===== src/rtl/freq_autorange_pkg.sv =====
package freq_autorange_pkg;
  typedef enum logic [3:0] {
    S_IDLE, S_CLR, S_LEN, S_SRC, S_RUN, S_WAIT, S_DIS, S_READ, S_EVAL, S_DIV
  } seq_st_e;
endpackage


===== src/rtl/freq_autorange_div.sv =====
module freq_autorange_div #(
  parameter int NUM_W = 37,
  parameter int DEN_W = 16
) (
  input  logic             clk_i,
  input  logic             rst_ni,
  input  logic             go_i,
  input  logic [NUM_W-1:0] num_i,
  input  logic [DEN_W-1:0] den_i,
  output logic [NUM_W-1:0] quo_o,
  output logic             vld_o
);
  localparam int IT_W = $clog2(NUM_W + 1);

  logic [DEN_W-1:0] rem_q, den_q;
  logic [NUM_W-1:0] quo_q;
  logic [IT_W-1:0]  it_q;
  logic             run_q, vld_q;
  logic [DEN_W:0]   rem_sh, rem_sub;
  logic             take;

  assign rem_sh  = {rem_q, quo_q[NUM_W-1]};
  assign rem_sub = rem_sh - {1'b0, den_q};
  assign take    = rem_sh >= {1'b0, den_q};

  always_ff @(posedge clk_i or negedge rst_ni) begin
    if (!rst_ni) begin
      rem_q <= '0;
      den_q <= '0;
      quo_q <= '0;
      it_q  <= '0;
      run_q <= 1'b0;
      vld_q <= 1'b0;
    end else if (go_i) begin
      rem_q <= '0;
      den_q <= den_i;
      quo_q <= num_i;
      it_q  <= IT_W'(NUM_W);
      run_q <= 1'b1;
      vld_q <= 1'b0;
    end else if (run_q) begin
      if (take) begin
        rem_q <= rem_sub[DEN_W-1:0];
        quo_q <= {quo_q[NUM_W-2:0], 1'b1};
      end else begin
        rem_q <= rem_sh[DEN_W-1:0];
        quo_q <= {quo_q[NUM_W-2:0], 1'b0};
      end
      it_q <= it_q - IT_W'(1);
      if (it_q == IT_W'(1)) begin
        run_q <= 1'b0;
        vld_q <= 1'b1;
      end
    end
  end

  assign quo_o = quo_q;
  assign vld_o = vld_q;
endmodule


===== src/rtl/freq_autorange_poll.sv =====
module freq_autorange_poll #(
  parameter int POLL_CYC  = 1250,
  parameter int TMO_POLLS = 1000
) (
  input  logic clk_i,
  input  logic rst_ni,
  input  logic clr_i,
  input  logic en_i,
  output logic tick_o,
  output logic last_o
);
  localparam int TW = $clog2(POLL_CYC + 1);
  localparam int PW = $clog2(TMO_POLLS + 1);

  logic [TW-1:0] tmr_q;
  logic [PW-1:0] polls_q;

  assign tick_o = en_i && (tmr_q == TW'(POLL_CYC - 1));
  assign last_o = polls_q == PW'(TMO_POLLS - 1);

  always_ff @(posedge clk_i or negedge rst_ni) begin
    if (!rst_ni) begin
      tmr_q   <= '0;
      polls_q <= '0;
    end else if (clr_i) begin
      tmr_q   <= '0;
      polls_q <= '0;
    end else if (en_i) begin
      if (tick_o) begin
        tmr_q   <= '0;
        polls_q <= polls_q + PW'(1);
      end else begin
        tmr_q <= tmr_q + TW'(1);
      end
    end
  end
endmodule


===== src/rtl/freq_autorange.sv =====
module freq_autorange
  import freq_autorange_pkg::*;
#(
  parameter int CNT_W      = 16,
  parameter int LEN_W      = 16,
  parameter int SRC_W      = 7,
  parameter int OUT_W      = 32,
  parameter int GATE_MAX   = 640,
  parameter int GATE_STEP  = 32,
  parameter int GATE_MIN   = 32,
  parameter int SCALE      = 1000000,
  parameter int PREC_SCALE = 2000000,
  parameter int POLL_CYC   = 1250,
  parameter int TMO_POLLS  = 1000
) (
  input  logic             clk_i,
  input  logic             rst_ni,
  input  logic             start_i,
  input  logic [SRC_W-1:0] src_i,
  output logic             mtr_wr_o,
  output logic [LEN_W-1:0] mtr_len_o,
  output logic [SRC_W-1:0] mtr_src_o,
  output logic             mtr_run_o,
  output logic             mtr_en_o,
  output logic             mtr_rd_o,
  input  logic             mtr_busy_i,
  input  logic [CNT_W-1:0] mtr_count_i,
  output logic             done_o,
  output logic             err_range_o,
  output logic             err_tmo_o,
  output logic [OUT_W-1:0] freq_o,
  output logic [OUT_W-1:0] prec_o
);
  localparam int SCL_W = $clog2(PREC_SCALE + 1);
  localparam int NUM_W = CNT_W + SCL_W;

  seq_st_e          st_q;
  logic [SRC_W-1:0] src_q;
  logic [LEN_W-1:0] gate_q;
  logic [CNT_W-1:0] cnt_q;
  logic             div_go_q;
  logic             tick, last_poll;
  logic             ovf, last_gate;
  logic [NUM_W-1:0] num_f, num_p, quo_f, quo_p;
  logic             vld_f, vld_p;

  assign ovf       = mtr_count_i == {CNT_W{1'b1}};
  assign last_gate = gate_q < LEN_W'(GATE_MIN + GATE_STEP);
  // round half up: add half the divisor before dividing
  assign num_f = NUM_W'(cnt_q) * NUM_W'(SCALE) + NUM_W'(gate_q >> 1);
  assign num_p = NUM_W'(PREC_SCALE);

  freq_autorange_poll #(
    .POLL_CYC (POLL_CYC),
    .TMO_POLLS(TMO_POLLS)
  ) u_poll (
    .clk_i (clk_i),
    .rst_ni(rst_ni),
    .clr_i (st_q == S_RUN),
    .en_i  (st_q == S_WAIT),
    .tick_o(tick),
    .last_o(last_poll)
  );

  freq_autorange_div #(.NUM_W(NUM_W), .DEN_W(LEN_W)) u_div_freq (
    .clk_i (clk_i),
    .rst_ni(rst_ni),
    .go_i  (div_go_q),
    .num_i (num_f),
    .den_i (gate_q),
    .quo_o (quo_f),
    .vld_o (vld_f)
  );

  freq_autorange_div #(.NUM_W(NUM_W), .DEN_W(LEN_W)) u_div_prec (
    .clk_i (clk_i),
    .rst_ni(rst_ni),
    .go_i  (div_go_q),
    .num_i (num_p),
    .den_i (gate_q),
    .quo_o (quo_p),
    .vld_o (vld_p)
  );

  always_ff @(posedge clk_i or negedge rst_ni) begin
    if (!rst_ni) begin
      st_q        <= S_IDLE;
      src_q       <= '0;
      gate_q      <= '0;
      cnt_q       <= '0;
      div_go_q    <= 1'b0;
      mtr_wr_o    <= 1'b0;
      mtr_len_o   <= '0;
      mtr_src_o   <= '0;
      mtr_run_o   <= 1'b0;
      mtr_en_o    <= 1'b0;
      mtr_rd_o    <= 1'b0;
      done_o      <= 1'b0;
      err_range_o <= 1'b0;
      err_tmo_o   <= 1'b0;
      freq_o      <= '0;
      prec_o      <= '0;
    end else begin
      mtr_wr_o    <= 1'b0;
      mtr_rd_o    <= 1'b0;
      done_o      <= 1'b0;
      err_range_o <= 1'b0;
      err_tmo_o   <= 1'b0;
      div_go_q    <= 1'b0;
      unique case (st_q)
        S_IDLE: if (start_i) begin
          src_q  <= src_i;
          gate_q <= LEN_W'(GATE_MAX);
          st_q   <= S_CLR;
        end
        S_CLR: begin
          mtr_wr_o  <= 1'b1;
          mtr_len_o <= '0;
          mtr_src_o <= '0;
          mtr_run_o <= 1'b0;
          mtr_en_o  <= 1'b0;
          st_q      <= S_LEN;
        end
        S_LEN: begin
          mtr_wr_o  <= 1'b1;
          mtr_len_o <= gate_q - LEN_W'(1);
          st_q      <= S_SRC;
        end
        S_SRC: begin
          mtr_wr_o  <= 1'b1;
          mtr_src_o <= src_q;
          st_q      <= S_RUN;
        end
        S_RUN: begin
          mtr_wr_o  <= 1'b1;
          mtr_run_o <= 1'b1;
          mtr_en_o  <= 1'b1;
          st_q      <= S_WAIT;
        end
        S_WAIT: if (tick) begin
          if (!mtr_busy_i) begin
            st_q <= S_DIS;
          end else if (last_poll) begin
            err_tmo_o <= 1'b1;
            freq_o    <= '0;
            prec_o    <= '0;
            st_q      <= S_IDLE;
          end
        end
        S_DIS: begin
          mtr_wr_o <= 1'b1;
          mtr_en_o <= 1'b0;
          st_q     <= S_READ;
        end
        S_READ: begin
          mtr_rd_o <= 1'b1;
          st_q     <= S_EVAL;
        end
        S_EVAL: begin
          if (!ovf) begin
            cnt_q    <= mtr_count_i;
            div_go_q <= 1'b1;
            st_q     <= S_DIV;
          end else if (last_gate) begin
            err_range_o <= 1'b1;
            freq_o      <= '0;
            prec_o      <= '0;
            st_q        <= S_IDLE;
          end else begin
            gate_q <= gate_q - LEN_W'(GATE_STEP);
            st_q   <= S_CLR;
          end
        end
        S_DIV: if (!div_go_q && vld_f && vld_p) begin
          freq_o <= OUT_W'(quo_f);
          prec_o <= OUT_W'(quo_p);
          done_o <= 1'b1;
          st_q   <= S_IDLE;
        end
        default: st_q <= S_IDLE;
      endcase
    end
  end
endmodule


===== config.mk =====
export PLATFORM = sky130hd
export DESIGN_NAME = freq_autorange
export DESIGN_NICKNAME = d
export VERILOG_FILES = /design/src/rtl/freq_autorange_pkg.sv /design/src/rtl/freq_autorange_div.sv /design/src/rtl/freq_autorange_poll.sv /design/src/rtl/freq_autorange.sv
export SDC_FILE = /design/constraint.sdc
export NUM_CORES = 1
export LEC_CHECK = 0
export ABC_AREA = 1
export BUFFER_PORTS_ARGS = -buffer_cell sky130_fd_sc_hd__buf_2
export CORE_AREA = 2 2 239 241
export DETAILED_ROUTE_END_ITERATION = 8
export DIE_AREA = 0 0 241 243
export PLACE_DENSITY = 0.46
export SLEW_MARGIN = 15
export SYNTH_ARGS = -nofsm -noshare
export SYNTH_HDL_FRONTEND = slang
export SYNTH_SLANG_ARGS = --single-unit

===== constraint.sdc =====
create_clock -name clk_i -period 13.13 [get_ports clk_i]
set_input_delay 2.626 -clock clk_i [delete_from_list [all_inputs] [get_ports clk_i]]
set_output_delay 2.626 -clock clk_i [all_outputs]
set_load 0.1 [all_outputs]

# Word-level counts from Yosys, hierarchy flattened
# Index checks and enable logic that the tools add are counted.
word_totals:
  output_inout_bits: 94
  register_bits: 297
  wordCells: 165
op_classes:
  addsub: 9
  n_lt_le_gt_ge: 3
  muxes: 72
  bitwise_logic: 1
  mul: 1
  eq_ne: 23
  n_reduce_logical: 27
ops:
  columns: ["op", "count"]
  rows:
  - ["$mux 32", 7]
  - ["$pmux 32 s3", 2]
  - ["$mux 37", 4]
  - ["$mux 16", 9]
  - ["$pmux 16 s2", 2]
  - ["$pmux 4 s10", 1]
  - ["$add 36x15->37", 1]
  - ["$ge 17x16->1", 2]
  - ["$mux 11", 3]
  - ["$sub 16x16->16", 2]
  - ["$mul 16x14->30 const B", 1]
  - ["$mux 10", 3]
  - ["$mux 1", 28]
  - ["$mux 4", 6]
  - ["$mux 6", 4]
  - ["$reduce_bool 2->1", 11]
  - ["$eq 16x16->1 const B", 1]
  - ["$eq 4x3->1 const B", 4]
  - ["$lt 16x7->1 const B", 1]
  - ["$ne 2x2->1 const B", 8]
  - ["$sub 16x1->16 const B", 1]
  - ["$sub 16x6->16 const B", 1]
  - ["$pmux 7 s2", 1]
  - ["$eq 6x1->1 const B", 2]
  - ["other kinds (20)", 31]

# Depth between registers and ports, before layout
depth:
  ltp_word: 5
  mapped_depth: 29
  depth_no_buf: 29

# Modules after synthesis
# From an unflattened synthesis, not the netlist that was laid out.
unflattened:
  cells_unflattened: 2648
  area_unflattened_um2: 20822.5
modules_own_cells:
  columns: ["mod", "cells_each", "area_per_inst_um2", "seq_area_each_um2", "instances"]
  rows:
  - ["freq_autorange", 1263, 10487.6, 3253.1, 1]
  - ["freq_autorange_div", 605, 4518.1, 1926.8, 2]
  - ["freq_autorange_poll", 175, 1298.7, 525.5, 1]

# Least setup slack after synthesis
# Ideal clock, no wire load.
synth_path:
  path_kind: "reg2reg"
  start: "register cnt_q[1]"
  end: "register u_div_freq.quo_q[34], in the netlist u_div_freq.quo_o[34]"
  setup_slack_ps: 7982
  path_stages_with_launch: 26
  required_ps: 13003
  period_less_slack_ps: 5148
  arrival_ps: 5021
  setup_time_ps: 127
  path_cell_list: "dfrtp_1 -> inv_1 -> fa_1 -> inv_1 -> fa_1 -> fa_1 -> fa_1 -> ha_1 -> inv_1 -> fa_1 -> inv_1 -> ha_1 -> nand2_1 -> inv_2 -> nand2_2 -> inv_2 -> a21oi_1 -> nand2_1 -> nand2_1 -> nand2_1 -> nor2_2 -> nand2_2 -> nor2_4 -> nand3_2 -> o21ai_1 -> nand3_1"
synth_via:
  elab_chain_len: 3
synth_lines:
  columns: ["element", "line_no", "rtl"]
  rows:
  - ["start: declaration", "freq_autorange.sv:40", "logic [CNT_W-1:0] cnt_q;"]
  - ["start signal: assignment", "freq_autorange.sv:161", "cnt_q <= mtr_count_i;"]
  - ["$mul 16x14->30", "freq_autorange.sv:50", "assign num_f = NUM_W'(cnt_q) * NUM_W'(SCALE) + NUM_W'(gate_q >> 1);"]
  - ["$add 36x15->37", "freq_autorange.sv:50", null]
  - ["$mux 37", "freq_autorange_div.sv:34", "end else if (go_i) begin"]
  - ["end signal: assignment", "freq_autorange_div.sv:37", "quo_q <= num_i;"]
  - ["end signal: assignment", "freq_autorange_div.sv:44", "quo_q <= {quo_q[NUM_W-2:0], 1'b1};"]
  - ["end signal: assignment", "freq_autorange_div.sv:47", "quo_q <= {quo_q[NUM_W-2:0], 1'b0};"]
  - ["end: declaration", "freq_autorange_div.sv:16", "logic [NUM_W-1:0] quo_q;"]
# No other way between the ends.
# A chain may end at the register's enable or synchronous reset.

# Worst setup path in the final report
layout_path:
  start: "register cnt_q[5]"
  end: "register u_div_freq.quo_q[35], in the netlist u_div_freq.quo_o[35]"
# Same word-level chain as after synthesis.

==> out/qor.txt <==
first-pass GRT wire length: 81.9 mm
Max Slew Vio Count: 0
ys flop type: dfrtp_1
Worst-Skew Late Latency: 0.57 ns
most frequent cells in the layout: nand2_1, inv_1, dfrtp_1, ha_1, nand3_1
DRT iter0 DRCs: 861
mux cell area share after synthesis: 0.479%
CP max stage delay: 0.54 ns
CP max-delay cell: fa_1
Syn Std Cell Area: 18800 um2
1st-pass router iterations: 5
Max Cap Viol: 0
hold_buf cts: 0
setup TNS: 0 ns
drc violations: 0
outcome: complete, no violations
sequential cell area fraction in the yosys report: 37.8%
# rows: 87
Hold Path Origin: prec_o[7]
Least-Margin Pin Slew: 1.07 ns
post-synthesis xor/xnor area fraction: 1.68%
Routability Congestion: 0.859
post-synthesis compound-gate area fraction: 9.70%
RSZ-0062 raised after global routing: false
PostCTS Resize Cnt: 0
Synth Area in Simple Gates: 25.0%
vias in the first global route: 15600
post-route setup slack: 7.47 ns
syn avg cell area: 8.11 um2
Post-synth EDFFs: 0
largest family of logic cells by synthesized area: simple AND/OR/NAND/NOR gates
H-tree depth: 2
Fin. Hold Viols: 0
core area: 56000 um2
CP Class: flip-flop to flip-flop
CP Launch Point: cnt_q[5]
port bufs: 120
RR Startpoint: cnt_q[5]
period utilisation layout: 43.1%
fraction of registers with async set or reset after synthesis: 100%
Warnings, synthesis: 0
Tmin final: 5.66 ns
Root Buffer Master: clkbuf_16
WL per Instance: 15.2 um
worst min path class: flip-flop to flip-flop
pre-CTS WS: 7.49 ns
setup violators final: 0
crit-path max FO: 5
Post-DP HPWL: 37.2 mm
CTS tree: built
Area Overhead vs Synth: 13.8%
# Post-CTS Setup Buffers: 0
via count: 15200
# diodes: 0
Max Freq: 0.177 GHz
die height: 243 um
worst rel slew slack: 28.8%
I/O pins: 121
initial antenna violation count: 0
most common cell after layout, fill and taps aside: nand2_1
layout cell share with drive strength beyond 1: 13.7%
adder-cell share of the synthesized area: 15.9%
All-Layer GR Usage: 17.3%
total gr overflow: 0
DIE AREA: 58600 um2
Antenna Violating Nets Remaining: 0
flip-flop and latch count after synthesis: 284
crit-path most repeated cell: nand2_1
Post-Route WL: 49.0 mm
Largest delay share family, worst path: adder cells
data required time of the worst path: 13.61 ns
clock buffer count from CTS: 37
nets: 2663
Worst Skew: 0.0360 ns
synth unique cells: 62
Worst Setup End Kind: flip-flop
crit path launch type: flip-flop
post-route cell area: 21400 um2
Max clock buf depth: 3
Gate Count Post-Synth: 2318
Clk pin slew, worst setup/hold paths: 0.06 ns
Die X: 241 um
CTS sink count: 284
DR vias/cell: 4.74
Post-Place Cell Area: 20100 um2
CP arrival: 6.15 ns
Worst Path Buf+Inv: 5
Initial Utilization: 33.6%
largest net degree at the start of global routing: 160
## worst reg2reg max path, cell delays in order (launching register included)
cell,delay [ns]
dfrtp_1,0.46
inv_1,0.17
fa_1,0.54
fa_1,0.54
inv_1,0.05
fa_1,0.53
inv_1,0.05
fa_1,0.50
inv_1,0.04
ha_1,0.29
ha_1,0.30
ha_1,0.40
nand2_1,0.10
inv_1,0.08
nand2_1,0.11
nor3_1,0.34
nand3_1,0.20
nand3_1,0.12
nand2_1,0.05
nand2_1,0.14
nand2_1,0.12
nor2_1,0.17
nand3_1,0.10
nand2_1,0.06
nand3_1,0.07
nand2_1,0.07
## flip-flops by register name, indices dropped and copies added (netlist names), 10 cells and up
signal            count
u_div_freq.den_q     11
gate_q               11
cnt_q                16
prec_o               32
u_div_prec.quo_o     37
u_poll.tmr_q         11
freq_o               32
u_div_freq.rem_q     16
u_poll.polls_q       10
u_div_prec.rem_q     16
mtr_len_o            13
u_div_freq.quo_o     37
## per-stage QoR
stage	hold slack, ns	util (%)	cells
floorplan	0.444	-	2320
global placement	0.452	36.0	3148
detailed placement	0.460	36.0	3148
CTS	0.475	38.3	3215
global route	0.488	38.3	3215
finish	0.469	38.3	3215
## cells in the mapped netlist (all sizes together) (34+ instances only)
cell	number	area, um2
nand3	184	1120
nor3	39	220
ha	149	1860
a21oi	83	415
o21ai	120	604
dfrtp	284	7110
nor2	130	601
fa	56	1120
clkbuf	34	128
inv	371	1400
o22ai	57	357
nand2	618	2390
## final cells by class
cell class              instances  area (um2)
clock inverters                14         188
multi-input cells            1597        9940
well taps                     756         946
inverters                     375        1410
clock buffers                  53        1080
fillers                      5842       34500
repair buffers                136         743
flip-flops and latches        284        7110
## path summary, 6_finish.rpt
kind                       slack [ns]  depth (start not counted)              endpoint
setup / recovery                 7.47                         25  u_div_freq.quo_o[35]
hold / removal                   0.47                          2             prec_o[7]
setup reg to reg                 7.47                         25  u_div_freq.quo_o[35]
hold reg to reg                  0.47                          2             prec_o[7]
max in group asynchronous        9.71                          2              cnt_q[5]
min in group asynchronous        2.02                          1             prec_o[2]
## layer usage
layer,vias to the layer above,share of wire (%),GRT usage (%)
met4,0,2.0,4.34
met1,7226,50,24.5
met5,-,0,0
met3,61,3.7,2.70
met2,233,45,27.4
li1,7721,-,-
## cells by family (layout without fill, tap and decap cells)
kind of cell | count (synthesis) | count (layout)
and+or+nand+nor | 1028 | 1028
buffers and inverters | 439 | 578
AOI/OAI and AO/OA | 316 | 316
DFF | 284 | 284
adders and majority gates | 205 | 205
xor gates and xnor gates | 36 | 36
muxes | 8 | 8
other | 2 | 4
Power is left out: the tool's default activity adds up to more than one toggle a clock period on the data nets, which glitch-free logic cannot reach.
